===== src/rtl/rrf_pkg.sv =====
// Shared constants and index arithmetic for the rotating register file.
// Assumes the rotating bank sits directly above the fixed bank.
package rrf_pkg;
    localparam int FIX_REGS_DEF = 8;
    localparam int ROT_REGS_DEF = 24;
    localparam int DATA_W_DEF   = 32;

    // Wrap an offset plus base into [0, n); both inputs lie in [0, n).
    function automatic int wrap_add(input int off, input int base, input int n);
        int s;
        s = off + base;
        if (s >= n) s = s - n;
        return s;
    endfunction
endpackage


===== src/rtl/rrf_base_ctr.sv =====
// Rotation base register. It counts down by one on each rotate pulse and
// wraps from 0 to ROT_REGS-1. A clear pulse forces zero and has priority.
// Assumes ROT_REGS >= 2.
module rrf_base_ctr #(
    parameter int ROT_REGS = 24,
    parameter int BW       = $clog2(ROT_REGS)
) (
    input  logic          clk,
    input  logic          rst_n,
    input  logic          rot_step,
    input  logic          base_clr,
    output logic [BW-1:0] base
);
    localparam logic [BW-1:0] TOP = BW'(ROT_REGS - 1);

    // Base update: reset or clear, else a wrapped decrement on a rotate.
    always_ff @(posedge clk) begin
        if (!rst_n || base_clr)
            base <= '0;
        else if (rot_step)
            base <= (base == '0) ? TOP : base - 1'b1;
    end

    AST_BASE_RANGE: assert property (@(posedge clk) disable iff (!rst_n)
        base <= TOP);
    AST_BASE_WRAP: assert property (@(posedge clk) disable iff (!rst_n)
        (rot_step && !base_clr && base == '0) |=> base == TOP);
    AST_BASE_CLR: assert property (@(posedge clk) disable iff (!rst_n)
        base_clr |=> base == '0);
    AST_BASE_HOLD: assert property (@(posedge clk) disable iff (!rst_n)
        (!rot_step && !base_clr) |=> $stable(base));
endmodule


===== src/rtl/rrf_map.sv =====
// Logical-to-physical translation for one port. Fixed specifiers pass
// through unchanged. Rotating specifiers are offset by the base, modulo
// the size of the rotating bank. Purely combinational; the clock is used
// only by the local checks.
module rrf_map #(
    parameter int FIX_REGS = 8,
    parameter int ROT_REGS = 24,
    parameter int AW       = $clog2(FIX_REGS + ROT_REGS),
    parameter int BW       = $clog2(ROT_REGS)
) (
    input  logic          clk,
    input  logic          rst_n,
    input  logic [AW-1:0] spec,
    input  logic [BW-1:0] base,
    output logic [AW-1:0] phys
);
    import rrf_pkg::*;

    localparam int NREG = FIX_REGS + ROT_REGS;

    int off;

    // Translation: identity in the fixed bank, wrapped offset above it.
    always_comb begin
        off = int'(spec) - FIX_REGS;
        if (int'(spec) < FIX_REGS)
            phys = spec;
        else
            phys = AW'(FIX_REGS + wrap_add(off, int'(base), ROT_REGS));
    end

    AST_FIX_IDENT: assert property (@(posedge clk) disable iff (!rst_n)
        (int'(spec) < FIX_REGS) |-> phys == spec);
    AST_ROT_REGION: assert property (@(posedge clk) disable iff (!rst_n)
        (int'(spec) >= FIX_REGS) |-> (int'(phys) >= FIX_REGS && int'(phys) < NREG));
endmodule


===== src/rtl/rrf_store.sv =====
// Register storage with one write port and NRD combinational read ports.
// A read of the register being written in the same cycle returns the
// write data. Synchronous reset clears every entry.
module rrf_store #(
    parameter int NREG   = 32,
    parameter int DATA_W = 32,
    parameter int NRD    = 2,
    parameter int AW     = $clog2(NREG)
) (
    input  logic                        clk,
    input  logic                        rst_n,
    input  logic                        wr_en,
    input  logic [AW-1:0]               wr_phys,
    input  logic [DATA_W-1:0]           wr_data,
    input  logic [NRD-1:0][AW-1:0]      rd_phys,
    output logic [NRD-1:0][DATA_W-1:0]  rd_data
);
    logic [DATA_W-1:0] mem [NREG];

    // Storage: clear on reset, else store the write data at the physical index.
    always_ff @(posedge clk) begin
        if (!rst_n) begin
            for (int i = 0; i < NREG; i++) mem[i] <= '0;
        end else if (wr_en) begin
            mem[wr_phys] <= wr_data;
        end
    end

    for (genvar g = 0; g < NRD; g++) begin : g_rd
        // Read path with forwarding from a same-cycle write.
        always_comb begin
            if (wr_en && wr_phys == rd_phys[g])
                rd_data[g] = wr_data;
            else
                rd_data[g] = mem[rd_phys[g]];
        end
    end

    AST_WR_LAND: assert property (@(posedge clk) disable iff (!rst_n)
        wr_en |=> mem[$past(wr_phys)] == $past(wr_data));
endmodule


===== src/rtl/rot_regfile.sv =====
// Rotating register file top. A shared rotation base feeds three index
// translators (two reads, one write) in front of the storage. A rotate
// pulse takes effect from the next cycle, so a write issued together with
// it still uses the old base.
module rot_regfile #(
    parameter int FIX_REGS = rrf_pkg::FIX_REGS_DEF,
    parameter int ROT_REGS = rrf_pkg::ROT_REGS_DEF,
    parameter int DATA_W   = rrf_pkg::DATA_W_DEF,
    parameter int AW       = $clog2(FIX_REGS + ROT_REGS),
    parameter int BW       = $clog2(ROT_REGS)
) (
    input  logic              clk,
    input  logic              rst_n,
    input  logic              rot_step,
    input  logic              base_clr,
    input  logic              wr_en,
    input  logic [AW-1:0]     wr_spec,
    input  logic [DATA_W-1:0] wr_data,
    input  logic [AW-1:0]     rd0_spec,
    output logic [DATA_W-1:0] rd0_data,
    input  logic [AW-1:0]     rd1_spec,
    output logic [DATA_W-1:0] rd1_data,
    output logic [BW-1:0]     base_out
);
    localparam int NREG  = FIX_REGS + ROT_REGS;
    localparam int NPORT = 3;  // index 0,1: reads; index 2: write

    logic [BW-1:0]                base;
    logic [NPORT-1:0][AW-1:0]     lspec;
    logic [NPORT-1:0][AW-1:0]     pidx;
    logic [1:0][AW-1:0]           rd_phys;
    logic [1:0][DATA_W-1:0]       rd_data;

    assign lspec    = {wr_spec, rd1_spec, rd0_spec};
    assign rd_phys  = {pidx[1], pidx[0]};
    assign rd0_data = rd_data[0];
    assign rd1_data = rd_data[1];
    assign base_out = base;

    rrf_base_ctr #(.ROT_REGS(ROT_REGS), .BW(BW)) u_base (
        .clk      (clk),
        .rst_n    (rst_n),
        .rot_step (rot_step),
        .base_clr (base_clr),
        .base     (base)
    );

    for (genvar p = 0; p < NPORT; p++) begin : g_map
        rrf_map #(.FIX_REGS(FIX_REGS), .ROT_REGS(ROT_REGS), .AW(AW), .BW(BW)) u_map (
            .clk   (clk),
            .rst_n (rst_n),
            .spec  (lspec[p]),
            .base  (base),
            .phys  (pidx[p])
        );
    end

    rrf_store #(.NREG(NREG), .DATA_W(DATA_W), .NRD(2), .AW(AW)) u_store (
        .clk     (clk),
        .rst_n   (rst_n),
        .wr_en   (wr_en),
        .wr_phys (pidx[2]),
        .wr_data (wr_data),
        .rd_phys (rd_phys),
        .rd_data (rd_data)
    );
endmodule


===== config.mk =====
export PLATFORM = sky130hd
export DESIGN_NAME = rot_regfile
export DESIGN_NICKNAME = d
export VERILOG_FILES = /design/src/rtl/rrf_pkg.sv /design/src/rtl/rrf_base_ctr.sv /design/src/rtl/rrf_map.sv /design/src/rtl/rrf_store.sv /design/src/rtl/rot_regfile.sv
export SDC_FILE = /design/constraint.sdc
export NUM_CORES = 2
export LEC_CHECK = 0
export BUFFER_PORTS_ARGS = -buffer_cell sky130_fd_sc_hd__buf_2
export CORE_MARGIN = 1.5
export CORE_UTILIZATION = 49
export DETAILED_ROUTE_END_ITERATION = 8
export PLACE_DENSITY = 0.65
export SKIP_LAST_GASP = 1
export SLEW_MARGIN = 40
export SYNTH_ARGS = -nofsm -noshare
export SYNTH_HDL_FRONTEND = slang
export SYNTH_SLANG_ARGS = --single-unit
export TNS_END_PERCENT = 5

===== constraint.sdc =====
create_clock -name clk -period 17 [get_ports clk]
set_input_delay 0.85 -clock clk [delete_from_list [all_inputs] [get_ports clk]]
set_output_delay 0.85 -clock clk [all_outputs]
set_load 0.02 [all_outputs]

Word level (Yosys, flattened, before mapping)
Memories as Yosys holds them, arrays and structs flattened.
Index checks and enable logic that the tools add are counted.
{"block": "op_classes", "add_sub_neg": 13, "reduce_logical": 6, "n_lt_le_gt_ge": 6, "n_eq_ne": 2, "n_mux": 19}
{"cell": "32-bit two-way mux", "n": 3}
{"cell": "5-bit two-way mux", "n": 11}
{"cell": "32-bit OR reduction", "n": 1}
{"cell": "6-bit by 6-bit adder with 7-bit output", "n": 3}
{"cell": "7-bit by 6-bit >= comparator with 1-bit output, second input constant", "n": 3}
{"cell": "5-bit by 4-bit subtractor with 6-bit output, second input constant", "n": 3}
{"cell": "5-bit adder, first input constant", "n": 3}
{"cell": "5-bit by 4-bit < comparator with 1-bit output, second input constant", "n": 3}
{"cell": "5-bit by 4-bit subtractor with 5-bit output, second input constant", "n": 3}
{"cell": "5-bit equality test", "n": 2}
{"cell": "5-bit zero test", "n": 1}
{"cell": "1-bit two-way mux", "n": 5}
{"cell": "5-bit by 1-bit subtractor with 5-bit output, second input constant", "n": 1}
{"cell": "1-bit logical AND", "n": 2}
{"cell": "1-bit zero test", "n": 1}
{"cell": "1-bit logical OR", "n": 1}
{"block": "totals", "out_inout_bits": 69, "n_memories": 1, "ramBits": 1024, "input_bits": 52, "word_cells": 48, "reg_bits": 5}
{"name": "u_store.mem", "depth": 32, "width": 32, "rd": 2, "rd_ports_with_merged_regs": 0, "write_ports": 32, "line_no": "rrf_store.sv:18", "rtl": "logic [DATA_W-1:0] mem [NREG];"}

Logic depth before layout (Yosys ltp)
{"block": "depth", "word_depth": 10, "depth_mapped": 20}

Modules after synthesis
A second synthesis with hierarchy kept.
{"block": "hier_totals", "cells_unflattened": 4294, "hier_area_um2": 57717.9}
{"module": "rrf_store", "seq_area_each_um2": 30749.5, "n_inst": 1, "cells_per_inst": 4096, "area_per_inst_um2": 56277.7}
{"module": "rrf_map", "seq_area_each_um2": 0.0, "n_inst": 3, "cells_per_inst": 58, "area_per_inst_um2": 402.9}
{"module": "rrf_base_ctr", "seq_area_each_um2": 100.1, "n_inst": 1, "cells_per_inst": 24, "area_per_inst_um2": 231.5}

Least setup slack after synthesis
Ideal clock, no wire load.
{"block": "synth_path", "path_kind": "input to register", "from": "input port wr_spec[0]", "to": "memory u_store.mem[16][0], enable pin", "stages": 17, "t_required_ns": 16.534, "t_arrival_ns": 6.329, "slack_ns": 10.205, "n_path_buf": 2, "cell_sequence": "ha_1 -> inv_1 -> fa_1 -> or2b_1 -> o2bb2ai_1 -> xor2_1 -> inv_1 -> ha_1 -> or4_4 -> nand4_4 -> nor2b_4 -> a2111oi_4 -> nor3_2 -> or2_1 -> clkbuf_1 -> buf_2 -> o21ai_0"}
{"element": "from (decl)", "line_no": "rot_regfile.sv:17", "rtl": "input logic [AW-1:0] wr_spec,"}
{"element": "to (decl)", "line_no": "rrf_store.sv:18"}

Worst setup path in the final report
{"block": "layout_path", "from": "register u_base.base[1]", "to": "output port rd0_data[0]"}
{"block": "layout_between", "elab_chain_cells": 9, "word_cells_on_any_way": 18, "cone_classes": "add/sub (6); order compare (2); eq/ne (1); mux (7); reduce/logical (1); memory (1)"}
{"element": "from (decl)", "line_no": "rrf_base_ctr.sv:12", "rtl": "output logic [BW-1:0] base"}
{"element": "from (signal assigned)", "line_no": "rrf_base_ctr.sv:21", "rtl": "base <= (base == '0) ? TOP : base - 1'b1;"}
{"element": "parallel branches: the longest is 8 deep, another holds memory 32 x 32 bit"}
{"element": "32-bit two-way mux (*)", "line_no": "rrf_store.sv:32", "rtl": "if (wr_en && wr_phys == rd_phys[g])"}
{"element": "to (decl)", "line_no": "rot_regfile.sv:20", "rtl": "output logic [DATA_W-1:0] rd0_data,"}
Mark *: on every way between the ends. The select of a mux whose other input is x is not followed.

==> flow_metrics.env <==
export IMPL_outcome="complete, no violations"
export IMPL_crit_path_start_kind="flop"
export IMPL_synth_top_area_cell="edfxtp_1"
export IMPL_met1_length_microns=69600
export IMPL_fin_ws_ns=9.82
export IMPL_drc=0
export IMPL_yosys_area_share_simple_pct=12.5
export IMPL_end_kind="output port"
export IMPL_cts_setup_buffers=0
export IMPL_pwr_share_seq_pct=40.8
export IMPL_synth_top_area_share_pct=53.6
export IMPL_reg2regPathDepth=15
export IMPL_gp_congestion=0.834
export IMPL_vias=34500
export IMPL_synth_compound_area_share_pct=1.85
export IMPL_grtUsageTotal_pct=29.4
export IMPL_drt_iter0_drc=4133
export IMPL_min_delay_start="rot_step"
export IMPL_initial_utilization_pct=49.4
export IMPL_grt_setup_unrepaired="false"
export IMPL_core_region_area_sq_um=116000
export IMPL_yosys_most_used_dff="edfxtp_1"
export IMPL_top_layer_used="met5"
export IMPL_synth_edf_count=1024
export IMPL_synth_area_per_cell_sq_um=15.2
export IMPL_grt_max_degree=108
export IMPL_nFillCells=9258
export IMPL_timing_hold_ws_ns=0.407
export IMPL_netlist_area_sq_um=57300
export IMPL_io_buffers=120
export IMPL_cts_num_sinks=1029
export IMPL_synth_mux_area_share_pct=28.1
export IMPL_setup_violations=0
export IMPL_wl_met2_microns=82500
export IMPL_p_per_area_nw_per_um2=115
export IMPL_cp_arrival_ns=6.33
export IMPL_final_nets=3803
export IMPL_intPower_w=0.00502
export IMPL_swShare_pct=31.0
export IMPL_min_period_ns=7.18
export IMPL_rows=125
export IMPL_areaGrowthSynthToFinish_pct=10.5
export IMPL_cts_repair_resized=0
export IMPL_synth_top_family_by_area="multiplexers"
export IMPL_die_h_microns=345
export IMPL_overflow=0
export IMPL_relSlewSlack_pct=36.4
export IMPL_drv_slew=0
export IMPL_synth_area_top_cells="edfxtp_1 (54%), mux4_2 (20%), and2_1 (11%)"
export IMPL_path_clk_slew_ns=0.06
export IMPL_syn_inst=3770
export IMPL_htreeDepth=3
export IMPL_cap_violations=0
export IMPL_grt_pass1_vias=34800
export IMPL_syn_nets=3847
export IMPL_insertion_delay_ns=0.72
export IMPL_path_max_fanout=49
export IMPL_drive_gt1_share_pct=29.7
export IMPL_ff2ff_setup_slack_ns=10.99
export IMPL_grt_antenna_before_repair=7
export IMPL_post_route_period_util_pct=42.2
export IMPL_dieArea_sq_um=119000
export IMPL_r2r_end="u_store.mem[10][15]$_SDFFCE_PN0P_"
export IMPL_ys_ff_latch=1029
export IMPL_multi_input_area_sq_um=25400
export IMPL_totalWireLength_microns=176000
export IMPL_cts_buffer_depth=3
export IMPL_critical_path_class="flop to output port"
export IMPL_synth_xor_area_share_pct=0.349
export IMPL_p_clk_share_pct=32.5
export IMPL_hold_violations=0
export IMPL_pin_count=121
export IMPL_viasPerCell=6.46
export IMPL_yosysSeqAreaShare_pct=53.8
export IMPL_wl_met3_microns=16200
export IMPL_max_slew_worst_pin_slew_ns=0.943
export IMPL_power_frac_comb_pct=26.7
export IMPL_timing_setup_tns_ns=0
export IMPL_cts_made_buffers=111
export IMPL_wl_per_cell_microns=32.8
export IMPL_ctsHoldBuffers=0
export IMPL_yosys_top_cells_count="and2_1 (1,026), edfxtp_1 (1,024), mux4_2 (512), clkbuf_1 (279), mux2i_1 (262)"
export IMPL_ys_async_sr_fraction_pct=0
export IMPL_rr_startpoint="u_base.base[0]$_SDFFE_PP0P_"
export IMPL_synth_adder_area_share_pct=0.585
export IMPL_leakage_nw=23.3
export IMPL_required_ns=16.15
export IMPL_ir_worst_vdd_mv=0.0902
export IMPL_die_w_microns=345
export IMPL_final_seq_area_sq_um=30800
export IMPL_yosysMostFrequentCell="and2_1"
export IMPL_p_sw_w=0.00225
export IMPL_synth_warnings=0
export IMPL_hp_class="primary input to flop"
export IMPL_cts_tree="yes"
export IMPL_firstDrtPassIters=5
export IMPL_design_power_total_w=0.00727
export IMPL_synth_cell_types=62
export IMPL_whs_endpoint="u_base.base[1]$_SDFFE_PP0P_"
export IMPL_grt_first_pass_wirelength_microns=250000
export IMPL_skew_ns=0.0247
export IMPL_post_place_ws_ns=9.47
export IMPL_hold_depth=2
export IMPL_max_freq_mhz=139
export IMPL_drtAntennaViolNets=0
export IMPL_cts_root_buf="clkbuf_16"
export IMPL_place_hpwl_microns=94100
-- placed cells by master (no fill, tap or decap), types with 3 or more instances in the layout --
cell and count:
a21o_1 3, buf_4 84, mux2i_1 257, xor2_1 11, mux2_4 30, and2_1 1026, edfxtp_1 1024, nor4_1 3
nand3_1 3, mux2_2 132, o211ai_1 33, mux4_2 512, inv_1 25, buf_6 13, xnor2_1 10, mux2i_4 5
buf_2 119, o21ai_4 32, inv_6 3, nand2_1 44, diode_2 5, nand2b_1 3, clkbuf_1 23, buf_12 4
fa_1 3, ha_1 22, a211oi_1 5, nor2_1 49, nor2_2 24, bufinv_16 8, o21ai_1 3, dfxtp_1 5
clkbuf_16 113, buf_16 3, nand3b_1 3, clkinv_1 35, clkinv_2 20, a21oi_1 39, nor2_4 8, o21ai_0 34
-- layout make-up --
cell class	instances	area share (%)
antenna	5	0.0198
clock inverter	69	0.891
tap	1524	3.01
sequential	1029	48.7
multi-input combinational	2335	40.2
clock buffer	136	4.60
inverter	25	0.148
timing repair buffer	224	2.45
-- stage by stage --
step,util (%),instances,area (sq um)
floorplan,-,3770,57300
global placement,51.4,5133,59700
detailed placement,51.5,5133,59700
CTS,54.5,5338,63200
global route,54.6,5342,63300
finish,54.6,5347,63300
-- kinds of logic after synthesis --
logic type / count (synthesis)
AND/OR/NAND/NOR: 1183
flip-flops: 1029
multiplexers: 936
buffers and inverters: 406
AO/OA/AOI/OAI: 169
adder cells (fa/ha/maj): 25
XOR/XNOR: 22
-- routing by layer --
| layer | track usage (%) | vias up |
|---|---|---|
| li1 | - | 14300 |
| met1 | 39.8 | 18100 |
| met2 | 46.7 | 1842 |
| met3 | 6.29 | 356 |
| met4 | 11.7 | 2 |
| met5 | 0 | - |
-- how the worst max path moves through the flow --
stage | from | endpoint | slack (ns) | cells after the start
6_report | u_base.base[1]$_SDFFE_PP0P_ | rd0_data[0] | 9.82 | 16
3_3_place_gp | rd0_spec[3] | rd0_data[26] | 9.02 | 14
2_1_floorplan | wr_spec[0] | u_store.mem[16][0]$_SDFFCE_PN0P_ | 10.20 | 17
5_1_grt | u_base.base[1]$_SDFFE_PP0P_ | rd0_data[0] | 9.51 | 16
4_1_cts | rd0_spec[3] | rd0_data[26] | 9.49 | 14
3_5_place_dp | rd0_spec[3] | rd0_data[26] | 9.47 | 14
-- power by group through the flow --
stage	logic (W)	clock network, W	registers (W)
CTS	0.00191	0.00238	0.00296
global placement	0.00190	0	0.00301
global route	0.00201	0.00247	0.00298
finish	0.00194	0.00236	0.00296
detailed placement	0.00190	0	0.00302
floorplan	0.00124	0	0.00300
-- critical path, cell delays in order, from the launching register on --
cell      delay (ns)
dfxtp_1         0.50
inv_1           0.23
fa_1            0.46
nand2b_1        0.16
a21oi_1         0.19
xor2_1          0.17
ha_1            0.23
a211o_1         0.31
a21o_1          0.22
o22ai_4         0.10
buf_4           0.49
buf_4           0.73
xor2_1          0.21
nor3_4          0.37
buf_4           0.51
mux2_2          0.48
buf_2           0.19
-- sequential cells by signal (all words and copies together), names as in the netlist --
name         flops
u_base.base      5
u_store.mem   1024
Note: power is estimated with default switching activity, not from simulation.
